[config.mk]
export PLATFORM = sky130hd
export DESIGN_NAME = ser_tx_queue
export DESIGN_NICKNAME = d
export VERILOG_FILES = /design/src/rtl/tx_q_pkg.sv /design/src/rtl/tx_q_unpack.sv /design/src/rtl/tx_q_store.sv /design/src/rtl/tx_q_irq.sv /design/src/rtl/ser_tx_queue.sv
export SDC_FILE = /design/constraint.sdc
export NUM_CORES = 1
export LEC_CHECK = 0
export BUFFER_PORTS_ARGS = -buffer_cell sky130_fd_sc_hd__buf_4
export CORE_ASPECT_RATIO = 0.8
export CORE_UTILIZATION = 40
export DETAILED_ROUTE_END_ITERATION = 7
export PLACE_DENSITY_LB_ADDON = 0.1
export SYNTH_ARGS = -nofsm -noshare
export SYNTH_HDL_FRONTEND = slang
export SYNTH_SLANG_ARGS = --single-unit
[constraint.sdc]
create_clock -name clk_i -period 3.6 [get_ports clk_i]
set_input_delay 0.72 -clock clk_i [delete_from_list [all_inputs] [get_ports clk_i]]
set_output_delay 0.72 -clock clk_i [all_outputs]
set_load 0.02 [all_outputs]
[src/rtl/tx_q_pkg.sv]
package tx_q_pkg;
  typedef enum logic [2:0] {
    A_PUSH8  = 3'd0,
    A_PUSH16 = 3'd1,
    A_PUSH32 = 3'd2,
    A_CTRL   = 3'd3,
    A_STAT   = 3'd4,
    A_DEPTH  = 3'd5
  } addr_e;

  localparam int CTRL_MODE_BIT = 0;
  localparam int CTRL_EN_BIT   = 1;
  localparam int CTRL_THR_LSB  = 4;
  localparam int STAT_PEND_BIT = 0;
  localparam int STAT_OVF_BIT  = 1;
endpackage

[src/rtl/tx_q_unpack.sv]
module tx_q_unpack
  import tx_q_pkg::*;
#(
  parameter int DEPTH = 16,
  parameter int LANES = 4,
  localparam int CW = $clog2(DEPTH + 1),
  localparam int NW = $clog2(LANES + 1)
) (
  input  logic                  we_i,
  input  logic [2:0]            addr_i,
  input  logic [LANES*8-1:0]    wdata_i,
  input  logic [CW-1:0]         depth_i,
  output logic [NW-1:0]         push_n_o,
  output logic [LANES-1:0][7:0] push_bytes_o,
  output logic                  ovf_set_o
);
  logic [NW-1:0] req_n;
  logic [CW-1:0] free_w;
  logic          fits;

  always_comb begin
    req_n = '0;
    if (we_i) begin
      unique case (addr_e'(addr_i))
        A_PUSH8:  req_n = NW'(1);
        A_PUSH16: req_n = NW'(2);
        A_PUSH32: req_n = NW'(LANES);
        default:  req_n = '0;
      endcase
    end
  end

  // byte k of the word lands k slots after the tail
  for (genvar k = 0; k < LANES; k++) begin : g_lane
    assign push_bytes_o[k] = wdata_i[k*8 +: 8];
  end

  assign free_w       = CW'(DEPTH) - depth_i;
  assign fits         = CW'(req_n) <= free_w;
  assign push_n_o     = fits ? req_n : '0;
  assign ovf_set_o    = (req_n != '0) && !fits;
endmodule

[src/rtl/tx_q_store.sv]
module tx_q_store #(
  parameter int DEPTH = 16,
  parameter int LANES = 4,
  localparam int AW = $clog2(DEPTH),
  localparam int LW = $clog2(LANES),
  localparam int NW = $clog2(LANES + 1)
) (
  input  logic                  clk_i,
  input  logic                  rst_ni,
  input  logic [NW-1:0]         push_n_i,
  input  logic [LANES-1:0][7:0] push_bytes_i,
  input  logic                  pop_i,
  output logic [7:0]            head_o
);
  logic [AW-1:0]            wr_ptr_q, rd_ptr_q;
  logic [DEPTH-1:0][7:0]    ent;

  always_ff @(posedge clk_i or negedge rst_ni) begin
    if (!rst_ni) begin
      wr_ptr_q <= '0;
      rd_ptr_q <= '0;
    end else begin
      wr_ptr_q <= wr_ptr_q + AW'(push_n_i);
      rd_ptr_q <= rd_ptr_q + AW'(pop_i);
    end
  end

  for (genvar e = 0; e < DEPTH; e++) begin : g_ent
    logic [AW-1:0] off;
    logic [7:0]    byte_q;
    assign off = AW'(e) - wr_ptr_q;
    always_ff @(posedge clk_i) begin
      if (off < AW'(push_n_i)) byte_q <= push_bytes_i[off[LW-1:0]];
    end
    assign ent[e] = byte_q;
  end

  assign head_o = ent[rd_ptr_q];
endmodule

[src/rtl/tx_q_irq.sv]
module tx_q_irq #(
  parameter int DEPTH = 16,
  localparam int CW = $clog2(DEPTH + 1)
) (
  input  logic          clk_i,
  input  logic          rst_ni,
  input  logic          thr_mode_i,
  input  logic [CW-1:0] thr_i,
  input  logic [CW-1:0] depth_q_i,
  input  logic [CW-1:0] depth_d_i,
  input  logic          clr_i,
  output logic          pend_o
);
  logic [CW-1:0] lvl;
  logic          hit;

  // drain mode is a fixed level of one
  assign lvl = thr_mode_i ? thr_i : CW'(1);
  assign hit = (depth_q_i >= lvl) && (depth_d_i < lvl);

  always_ff @(posedge clk_i or negedge rst_ni) begin
    if (!rst_ni) pend_o <= 1'b0;
    else         pend_o <= hit | (pend_o & ~clr_i);
  end
endmodule

[src/rtl/ser_tx_queue.sv]
module ser_tx_queue
  import tx_q_pkg::*;
#(
  parameter int DEPTH = 16,
  parameter int WORD_W = 32,
  localparam int LANES = WORD_W / 8,
  localparam int CW = $clog2(DEPTH + 1),
  localparam int NW = $clog2(LANES + 1)
) (
  input  logic              clk_i,
  input  logic              rst_ni,
  input  logic              reg_we_i,
  input  logic [2:0]        reg_addr_i,
  input  logic [WORD_W-1:0] reg_wdata_i,
  input  logic [2:0]        reg_raddr_i,
  output logic [WORD_W-1:0] reg_rdata_o,
  output logic [7:0]        tx_data_o,
  output logic              tx_valid_o,
  input  logic              tx_ready_i,
  output logic              irq_o
);
  logic [CW-1:0]         depth_q, depth_d, thr_q;
  logic                  thr_mode_q, irq_en_q, ovf_q, pend_q;
  logic [NW-1:0]         push_n;
  logic [LANES-1:0][7:0] push_bytes;
  logic                  ovf_set, pop, stat_wr, ctrl_wr, pend_clr;

  assign tx_valid_o = depth_q != '0;
  assign pop        = tx_valid_o & tx_ready_i;
  assign depth_d    = depth_q + CW'(push_n) - CW'(pop);
  assign stat_wr    = reg_we_i && (addr_e'(reg_addr_i) == A_STAT);
  assign ctrl_wr    = reg_we_i && (addr_e'(reg_addr_i) == A_CTRL);
  assign pend_clr   = stat_wr && reg_wdata_i[STAT_PEND_BIT];

  tx_q_unpack #(.DEPTH(DEPTH), .LANES(LANES)) u_unpack (
    .we_i        (reg_we_i),
    .addr_i      (reg_addr_i),
    .wdata_i     (reg_wdata_i),
    .depth_i     (depth_q),
    .push_n_o    (push_n),
    .push_bytes_o(push_bytes),
    .ovf_set_o   (ovf_set)
  );

  tx_q_store #(.DEPTH(DEPTH), .LANES(LANES)) u_store (
    .clk_i       (clk_i),
    .rst_ni      (rst_ni),
    .push_n_i    (push_n),
    .push_bytes_i(push_bytes),
    .pop_i       (pop),
    .head_o      (tx_data_o)
  );

  tx_q_irq #(.DEPTH(DEPTH)) u_irq (
    .clk_i     (clk_i),
    .rst_ni    (rst_ni),
    .thr_mode_i(thr_mode_q),
    .thr_i     (thr_q),
    .depth_q_i (depth_q),
    .depth_d_i (depth_d),
    .clr_i     (pend_clr),
    .pend_o    (pend_q)
  );

  always_ff @(posedge clk_i or negedge rst_ni) begin
    if (!rst_ni) begin
      depth_q    <= '0;
      thr_q      <= '0;
      thr_mode_q <= 1'b0;
      irq_en_q   <= 1'b0;
      ovf_q      <= 1'b0;
    end else begin
      depth_q <= depth_d;
      if (ctrl_wr) begin
        thr_mode_q <= reg_wdata_i[CTRL_MODE_BIT];
        irq_en_q   <= reg_wdata_i[CTRL_EN_BIT];
        thr_q      <= reg_wdata_i[CTRL_THR_LSB +: CW];
      end
      // a fresh loss wins over a clear in the same cycle
      if (ovf_set)      ovf_q <= 1'b1;
      else if (stat_wr) ovf_q <= 1'b0;
    end
  end

  always_comb begin
    reg_rdata_o = '0;
    unique case (addr_e'(reg_raddr_i))
      A_CTRL: begin
        reg_rdata_o[CTRL_MODE_BIT]         = thr_mode_q;
        reg_rdata_o[CTRL_EN_BIT]           = irq_en_q;
        reg_rdata_o[CTRL_THR_LSB +: CW]    = thr_q;
      end
      A_STAT: begin
        reg_rdata_o[STAT_PEND_BIT] = pend_q;
        reg_rdata_o[STAT_OVF_BIT]  = ovf_q;
      end
      A_DEPTH: reg_rdata_o[CW-1:0] = depth_q;
      default: reg_rdata_o = '0;
    endcase
  end

  assign irq_o = pend_q & irq_en_q;
endmodule

==> reports/summary.txt, run 1 <==
Clock Latency Late Sink = 0.42 ns
Crit path required time = 3.94 ns
CP startpoint kind = flip-flop
Post-Syn Instances = 490
failing checks = negative setup slack
post-route insts no fill = 873
clk sinks = 150
post-DP HPWL = 13.97 mm
outcome = finished with violations
post-route setup TNS = -0.02628 ns
Flop pwr share = 0.327
drt pass-1 iters = 4
arrival time worst endpoint = 3.97 ns
number of synthesized flops with an enable pin = 128
Worst Setup End Kind = flip-flop
Worst path top cell family by delay = adder cells
total number of vias = 4623
f_max = 275.8 MHz
Die Ht = 128.0 um
Initial Util = 0.4137
Synth top area share = 0.4839
Psw = 4.101 mW
Layout area overhead = 23.31%
Design Power = 11.06 mW
overall routing resource usage = 0.2044
post-place instance area = 0.009107 mm^2
Worst Setup Path Type = flip-flop to flip-flop
clock buffer count from CTS = 17
final setup skew = 0.005202 ns
Placement Rows = 45
Lkg Pwr = 3.778 nW
routed len/inst = 22.32 um
Die W = 159.5 um
drc violations = 0
Peak VDD IR = 0.6158 mV
vias in the first global route = 4823
most common cell after layout, fill and taps aside = edfxtp_1
Buf+Inv Stages, Crit Path = 3
CP Max Fanout = 3
min Tclk post-route = 3.626 ns
via/cell ratio = 5.296
crit path cell chain = inv_2 -> ha_4 -> inv_2 -> ha_4 -> nor2b_4 -> o21a_1 -> o2111ai_4 -> nand2_2 -> ha_4 -> inv_1 -> ha_1 -> a21o_1 -> a21oi_2 -> xnor2_1 -> ha_1 -> nor3_1 -> nor2_1 -> o41a_1 -> o21ai_1
Yosys warning count = 0
Mapped Avg Cell Area = 16.21 um^2
setup ws final = -0.02628 ns
Distinct cells, synth = 38
Post-Route WL = 19.48 mm
RSZ-0062 raised after global routing = yes
Die Area = 0.02043 mm^2
design area = 0.009794 mm^2
clk root buf = clkbuf_16
Synth Flop Type = edfxtp_1
CTS clk-pin slew, worst paths = 0.06 ns
Int Power = 6.957 mW
synthesized area = 0.007943 mm^2
Hold WC Path Type = primary input to async pin
Longest Clk Path Bufs = 2
Clock power frac = 0.150
Worst Tran Pin Value = 0.8282 ns
max_slew headroom = 0.4479
Ports = 84
Diodes inserted = 0
RePlAce Congestion = 0.7626
commonest non-fill, non-tap cells in the layout = edfxtp_1, buf_4, mux4_2, ha_1, conb_1
Antenna Nets Post-Route = 0
CTS tree = done
most numerous cell on the critical path = ha_4
final hold vios = 0
Final Setup Violations = 1
area leader, netlist = edfxtp_1
R2R Setup Slk = -0.03 ns
Comb power frac = 0.523
async set or reset register ratio after synthesis = 0.1467
Worst path max stage delay = 0.37 ns
Post-Place Worst Slack = -0.5600 ns
Pwr Density = 1129 mW/mm^2
global route overflow = 0
first-pass GRT wire length = 29.76 mm
Placed Cells = 841
sequential share of the synthesized area = 0.5532
largest net degree at the start of global routing = 37
htree depth = 4
layout cells sized above 1 = 0.4016
Max Cap Viol = 0
flop and latch count out of synthesis = 150
initial antenna violation count = 0
switching share of power = 0.3709
Max stage delay cell, worst path = dfrtp_1
synth top area cells = edfxtp_1, mux4_2, ha_1, dfrtp_1, mux4_1
Nets = 695
Iter 0 DRT Violations = 398
I/O Buffers = 60
fin crit share = 1.007
max-slew violations = 0
core area = 0.01920 mm^2
==> registers in the layout (all words and copies together) (netlist names) <==
name	cells
u_store.rd_ptr_q	4
u_store.wr_ptr_q	4
u_irq.pend_o	1
depth_q	5
irq_en_q	1
ovf_q	1
thr_q	5
u_store.g_ent.byte_q	128
thr_mode_q	1
==> cells in the mapped netlist (5+ instances only) <==
master	instances
a211oi_1	7
a21o_1	11
a21oi_1	16
and2_1	5
and3_1	10
buf_2	7
buf_4	24
clkbuf_1	9
dfrtp_1	22
edfxtp_1	128
ha_1	45
inv_1	29
mux2_2	7
mux2i_1	7
mux4_1	8
mux4_2	57
nand2_1	10
nand3_1	5
nor2_1	9
nor2b_1	25
xnor2_1	11
xor2_1	8
==> path summary, 6_finish.rpt <==
check                                start                  end  depth (start not counted)
worst min-delay path                rst_ni  u_store.wr_ptr_q[2]                          1
max in group asynchronous           rst_ni  u_store.rd_ptr_q[0]                          1
worst max register to register  depth_q[1]         u_irq.pend_o                         19
min in group clk_i                thr_q[4]             thr_q[4]                          1
worst max-delay path            depth_q[1]         u_irq.pend_o                         19
worst min register to register    thr_q[4]             thr_q[4]                          1
==> stage by stage <==
stage | hold slack, ns | util
6_report | 0.1912 | 0.5101
5_1_grt | 0.2008 | 0.5101
4_1_cts | 0.1910 | 0.5079
3_5_place_dp | 0.5256 | 0.4744
3_3_place_gp | 0.5194 | 0.4744
2_1_floorplan | 0.4244 | -
==> metal layers <==
layer  share of wire  up-vias  GRT usage
met5               0        -          0
met4          0.0090        0    0.05826
met3           0.070       12    0.03882
met2            0.46      141     0.3100
met1            0.46     2371     0.3003
li1                -     2099          -
==> cell families (layout without fill, tap and decap cells) <==
logic type                 Yosys count  in the layout  share of synthesized area
muxes                               79             79                     0.2068
DFF                                150            150                     0.5532
adders and majority gates           48             48                    0.07845
other                                1             23                  0.0004721
AOI/OAI and AO/OA                   50             50                    0.04206
buffers and inverters               73            176                    0.04994
xor gates and xnor gates            19             19                    0.02095
and+or+nand+nor                     70             70                    0.04805
==> power groups by stage <==
stage | logic [mW] | registers (mW) | clock network [mW]
finish | 5.78 | 3.62 | 1.66
global placement | 5.59 | 3.61 | 0
detailed placement | 5.66 | 3.65 | 0
global route | 6.30 | 3.71 | 1.75
floorplan | 3.54 | 3.48 | 0
CTS | 5.81 | 3.62 | 1.69
==> timing repair <==
item / in CTS / in global routing
endpoints found under the setup margin: 25 / 46
gates resized for setup: 14 / 9
pin swaps: 8 / 2
hold buffers: 0 / 0
setup buffers: 2 / 1
==> layout make-up <==
class / count / area (um^2)
Clock buffer: 18 / 429.2
Clock inverter: 11 / 112.6
Multi-Input combinational cell: 289 / 3443
Tap cell: 258 / 322.8
Fill cell: 1606 / 9405
Sequential cell: 150 / 4397
Timing Repair Buffer: 118 / 980.9
Inverter: 29 / 108.9
Note: power is estimated with default switching activity, not from simulation.
==> run 2: changes to the inputs <==
--- a/config.mk
+++ b/config.mk
@@ -9,7 +9,7 @@
 export CORE_ASPECT_RATIO = 0.8
 export CORE_UTILIZATION = 40
 export DETAILED_ROUTE_END_ITERATION = 7
-export PLACE_DENSITY_LB_ADDON = 0.1
+export PLACE_DENSITY = 0.67
 export SYNTH_ARGS = -nofsm -noshare
 export SYNTH_HDL_FRONTEND = slang
 export SYNTH_SLANG_ARGS = --single-unit
==> reports/summary.txt, run 2 (synthesis gave the netlist of run 1 again) <==
layout cells sized above 1 = 0.4160
Antenna Nets Post-Route = 0
biggest regs = u_store.g_ent.byte_q: 128 flops, depth_q: 5 flops, thr_q: 5 flops
final hold vios = 0
RSZ-0062 raised after global routing = yes
drc violations = 0
min Tclk post-route = 3.660 ns
max-slew violations = 0
vias in the first global route = 4794
most numerous cell on the critical path = ha_4
Final Setup Violations = 1
Post-Place Worst Slack = -0.5639 ns
Peak VDD IR = 0.4632 mV
CTS tree = done
max_slew headroom = 0.4833
Worst path max stage delay = 0.44 ns
post-DP HPWL = 13.63 mm
setup ws final = -0.05971 ns
Lkg Pwr = 3.861 nW
cells on worst reg2reg path = 19
drt pass-1 iters = 4
failing checks = negative setup slack
Hold WC Path Type = primary input to async pin
clk root buf = clkbuf_16
Iter 0 DRT Violations = 421
arrival time worst endpoint = 4.02 ns
R2R Setup Slk = -0.06 ns
CP startpoint kind = flip-flop
Ports = 84
max FFs per register = 128
Reg-to-Reg Start = depth_q[0]
RePlAce Congestion = 0.8485
Max stage delay cell, worst path = fa_2
Worst R2R End = u_irq.pend_o
Post-Route WL = 18.90 mm
commonest non-fill, non-tap cells in the layout = edfxtp_1, buf_4, mux4_2, ha_1, conb_1
first-pass GRT wire length = 28.57 mm
core area = 0.01920 mm^2
Placement Rows = 45
Diodes inserted = 0
outcome = finished with violations
total number of vias = 4732
Crit path required time = 3.96 ns
CTS clk-pin slew, worst paths = 0.06 ns
fin crit share = 1.017
Nets = 702
most common cell after layout, fill and taps aside = edfxtp_1
Max Cap Viol = 0
Critical Path Source = depth_q[0]
Worst Tran Pin Value = 0.7750 ns
Layout area overhead = 25.39%
I/O Buffers = 60
Worst Setup End Kind = flip-flop
Clock Latency Late Sink = 0.43 ns
overall routing resource usage = 0.1943
largest net degree at the start of global routing = 37
crit path cell chain = inv_2 -> ha_4 -> inv_4 -> ha_4 -> nor2b_4 -> o21a_1 -> o2111ai_4 -> nand3_2 -> ha_4 -> inv_4 -> ha_4 -> inv_2 -> fa_2 -> inv_2 -> ha_4 -> o21ai_1 -> a21oi_1 -> o41a_1 -> o21ai_1
clock buffer count from CTS = 17
final setup skew = 0.004034 ns
htree depth = 4
CP endpoint = u_irq.pend_o
f_max = 273.2 MHz
routed len/inst = 21.40 um
Initial Util = 0.4137
Die Area = 0.02043 mm^2
Die W = 159.5 um
global route overflow = 0
CP Max Fanout = 3
Pwr Density = 1156 mW/mm^2
Top reg by flops = u_store.g_ent.byte_q
Longest Clk Path Bufs = 2
initial antenna violation count = 0
via/cell ratio = 5.359
post-route setup TNS = -0.05971 ns
clk sinks = 150
fin util = 0.5187
Worst Setup Path Type = flip-flop to flip-flop
hold_buf cts = 0
Die Ht = 128.0 um
run 2: cell types whose count changed in the layout (fill, tap and decap cells not counted), moves of 2 or more:
| cell | delta |
|---|---|
| clkinv_2 | -4 |
| inv_6 | +2 |
| buf_4 | +7 |
| bufinv_16 | +2 |
| clkinv_1 | -2 |
| inv_4 | +2 |
| inv_8 | +4 |
| inv_2 | -2 |
run 2: layer usage:
metal,vias up,routed length [um],track usage
li1,2113,-,-
met1,2438,8140,0.2563
met2,160,9442,0.3283
met3,21,1119,0.04432
met4,0,196,0.04468
met5,-,0,0
run 2: worst min path at each step:
stage	start	end	slack, ns
2_1_floorplan	rst_ni	depth_q[0]	0.42
3_3_place_gp	thr_q[4]	thr_q[4]	0.52
3_5_place_dp	thr_q[4]	thr_q[4]	0.52
4_1_cts	rst_ni	irq_en_q	0.18
5_1_grt	rst_ni	u_store.wr_ptr_q[1]	0.19
6_report	rst_ni	irq_en_q	0.18
run 2: critical path: cells and delay by family (launching register included):
kind / cells / cell delay, ns
fa+ha+maj: 6 / 1.55
compound gates: 6 / 1.14
flops: 1 / 0.38
buf+inv: 5 / 0.27
simple gates: 2 / 0.24
run 2: stage by stage:
step	instances	hold WS, ns	instance area (um^2)	power (mW)
finish	883	0.1803	9960	11.52
global route	883	0.1923	9960	12.15
CTS	878	0.1767	9852	11.36
detailed placement	844	0.5214	9130	9.283
global placement	844	0.5203	9130	9.079
floorplan	512	0.4244	8119	7.015
run 2: report_power, final:
| group | leakage [nW] | internal (mW) | total [mW] | switching, mW |
|---|---|---|---|---|
| Clock | 0.309 | 1.18 | 1.93 | 0.748 |
| Combinational | 2.11 | 2.88 | 5.91 | 3.04 |
| Sequential | 1.44 | 3.27 | 3.67 | 0.400 |
| Total | 3.86 | 7.33 | 11.5 | 4.18 |
run 2: area by class of cell:
type,count,area [um^2]
Sequential cell,150,4397
Fill cell,1540,9240
Clock buffer,18,429.2
Tap cell,258,322.8
Timing Repair Buffer,125,1033
Inverter,29,113.9
Multi-Input combinational cell,289,3448
Clock inverter,14,215.2
run 2: what timing repair did:
action / 4_1_cts / 5_1_grt
setup buffers: 2 / 5
setup endpoints to repair: 18 / 41
resized for setup: 11 / 14
pin swaps: 15 / 17
==> run 3: changes to the inputs <==
--- a/config.mk
+++ b/config.mk
@@ -12,4 +12,5 @@
 export PLACE_DENSITY = 0.67
 export SYNTH_ARGS = -nofsm -noshare
 export SYNTH_HDL_FRONTEND = slang
+export SYNTH_HIERARCHICAL = 1
 export SYNTH_SLANG_ARGS = --single-unit
==> reports/summary.txt, run 3 <==
initial antenna violation count = 0
setup ws final = -0.1526 ns
Fillers = 1697
final hold vios = 0
global route overflow = 0
clk root buf = clkbuf_16
biggest regs = u_store/g_ent.byte_q: 128 flops, depth_q: 5 flops, thr_q: 5 flops
most common cell after layout, fill and taps aside = edfxtp_1
post-DP HPWL = 13.76 mm
Synth top area share = 0.4610
crit path cell chain = buf_6 -> nand2b_4 -> nor3b_1 -> ha_1 -> o21ai_1 -> a32oi_2 -> a21oi_2 -> inv_1 -> ha_1 -> inv_1 -> ha_2 -> inv_2 -> fa_2 -> nand2b_4 -> a21oi_4 -> xnor2_2 -> ha_2 -> o21a_1 -> o31a_1 -> o22ai_2
Initial Util = 0.4139
async set or reset register ratio after synthesis = 0.1467
outcome = finished with violations
arrival time worst endpoint = 4.05 ns
Placement Rows = 46
f_max = 266.5 MHz
number of synthesized flops with an enable pin = 128
Synth Flop Type = edfxtp_1
design area = 0.009940 mm^2
Distinct cells, synth = 52
min Tclk post-route = 3.753 ns
cell with the most instances after synthesis = edfxtp_1
Mapped Avg Cell Area = 15.33 um^2
htree depth = 4
Post-Route WL = 19.18 mm
CP Max Fanout = 4
overall routing resource usage = 0.1888
failing checks = negative setup slack
post-place instance area = 0.009240 mm^2
Diodes inserted = 0
Max stage delay cell, worst path = fa_2
area leader, netlist = edfxtp_1
Synth top cells by count = edfxtp_1, buf_4, mux4_2
flop and latch count out of synthesis = 150
area of the multi-input gates = 0.003545 mm^2
Worst path top cell family by delay = adder cells
CTS clk-pin slew, worst paths = 0.06 ns
layout cells sized above 1 = 0.3684
max-slew violations = 0
drt pass-1 iters = 5
core area = 0.02014 mm^2
clock buffer count from CTS = 17
Worst path max stage delay = 0.35 ns
synth top area cells = edfxtp_1, mux4_2, ha_1, dfrtp_1, buf_4
Antenna Nets Post-Route = 0
storage element area = 0.004397 mm^2
Worst Setup End Kind = flip-flop
Top reg by flops = u_store/g_ent.byte_q
max FFs per register = 128
Placed Cells = 852
Die W = 163.4 um
commonest non-fill, non-tap cells in the layout = edfxtp_1, buf_4, mux4_2, ha_1, inv_1
vias in the first global route = 5060
max_slew headroom = 0.4160
Worst Setup Path Type = primary input to flip-flop
RSZ-0062 raised after global routing = yes
Post-Syn Instances = 544
routed len/inst = 21.53 um
fin crit share = 1.042
Ports = 84
Max Cap Viol = 0
largest net degree at the start of global routing = 35
via/cell ratio = 5.425
Final Setup Violations = 1
post-route insts no fill = 891
clk sinks = 150
CP startpoint kind = primary input
final setup skew = 0.007612 ns
Die Ht = 131.1 um
Iter 0 DRT Violations = 431
first-pass GRT wire length = 29.30 mm
drc violations = 0
Layout area overhead = 19.21%
synthesized area = 0.008338 mm^2
total number of vias = 4834
Longest Clk Path Bufs = 2
Clock Latency Late Sink = 0.42 ns
post-route setup TNS = -0.1526 ns
sequential share of the synthesized area = 0.5270
Buf+Inv Stages, Crit Path = 4
RePlAce Congestion = 0.8059
CTS tree = done
fin util = 0.4934
I/O Buffers = 60
Yosys warning count = 6
Worst Tran Pin Value = 0.8727 ns
Nets = 705
Crit path required time = 3.89 ns
Hold WC Path Type = primary input to async pin
Die Area = 0.02143 mm^2
## run 3: cell count changes in the layout (fill, tap and decap cells not counted), moves of 8 or more
cell | before | now
buf_4 | 116 | 90
a22oi_1 | 1 | 16
inv_1 | 22 | 36
nor2b_1 | 21 | 6
nand2_1 | 9 | 21
a21o_1 | 11 | 3
## run 3: cells by family after synthesis
| group | after synthesis | share of synthesized area |
|---|---|---|
| AO/OA/AOI/OAI | 61 | 0.04997 |
| buffers and inverters | 115 | 0.08343 |
| multiplexers | 72 | 0.1897 |
| flip-flops | 150 | 0.5270 |
| AND/OR/NAND/NOR | 79 | 0.05627 |
| other | 1 | 0.0004497 |
| adder cells (fa/ha/maj) | 49 | 0.07533 |
| XOR/XNOR | 17 | 0.01786 |
## run 3: repair_timing
item	CTS	global route
resized for setup	8	16
endpoints found under the setup margin	9	97
hold endpoints to repair	0	0
pin swaps	2	7
hold buffers	0	0
buffers inserted	5	2
## run 3: layout make-up
| class | instances | share of cell area |
|---|---|---|
| repair buffers | 105 | 0.09731 |
| multi-input cells | 301 | 0.3566 |
| clock inverters | 6 | 0.008182 |
| well taps | 264 | 0.03323 |
| inverters | 39 | 0.01511 |
| clock buffers | 26 | 0.04721 |
| flip-flops and latches | 150 | 0.4423 |
## run 3: worst reg2reg max path, delay by kind of cell, from the launching register on
family / cells / cell delay [ns]
AO/OA/AOI/OAI: 7 / 0.92
AND/OR/NAND/NOR: 2 / 0.28
XOR/XNOR: 1 / 0.08
buffers and inverters: 5 / 0.32
flip-flops: 1 / 0.34
adder cells (fa/ha/maj): 6 / 1.64
## run 3: worst paths after layout
kind,depth (start not counted),slack [ns],end,start
min in group clk_i,1,0.49,ovf_q,ovf_q
worst min register to register,1,0.49,ovf_q,ovf_q
worst max register to register,21,-0.10,u_irq/pend_o,depth_q[0]
max in group asynchronous,1,3.13,u_store/wr_ptr_q[0],rst_ni
worst min-delay path,1,0.20,ovf_q,rst_ni
worst max-delay path,20,-0.15,u_irq/pend_o,reg_addr_i[2]
## run 3: stage by stage
step                hold WS, ns  worst slack, ns
floorplan                0.4244          -0.1853
global placement         0.4750          -0.5246
detailed placement       0.4763          -0.6412
CTS                      0.1989         -0.06714
global route             0.2060          -0.2804
finish                   0.1965          -0.1526
## run 3: routing by layer
layer / part of all wire / vias to the layer above / GRT usage / wire, um
met5: 0 / - / 0.01196 / 0
met4: 0.017 / 0 / 0.05815 / 323
met3: 0.062 / 30 / 0.04072 / 1180
met2: 0.48 / 189 / 0.3027 / 9226
met1: 0.44 / 2456 / 0.2549 / 8452
li1: - / 2159 / - / -
Power of run 3 is left out: the tool's default activity adds up to more than one toggle a clock period on the data nets, which glitch-free logic cannot reach.
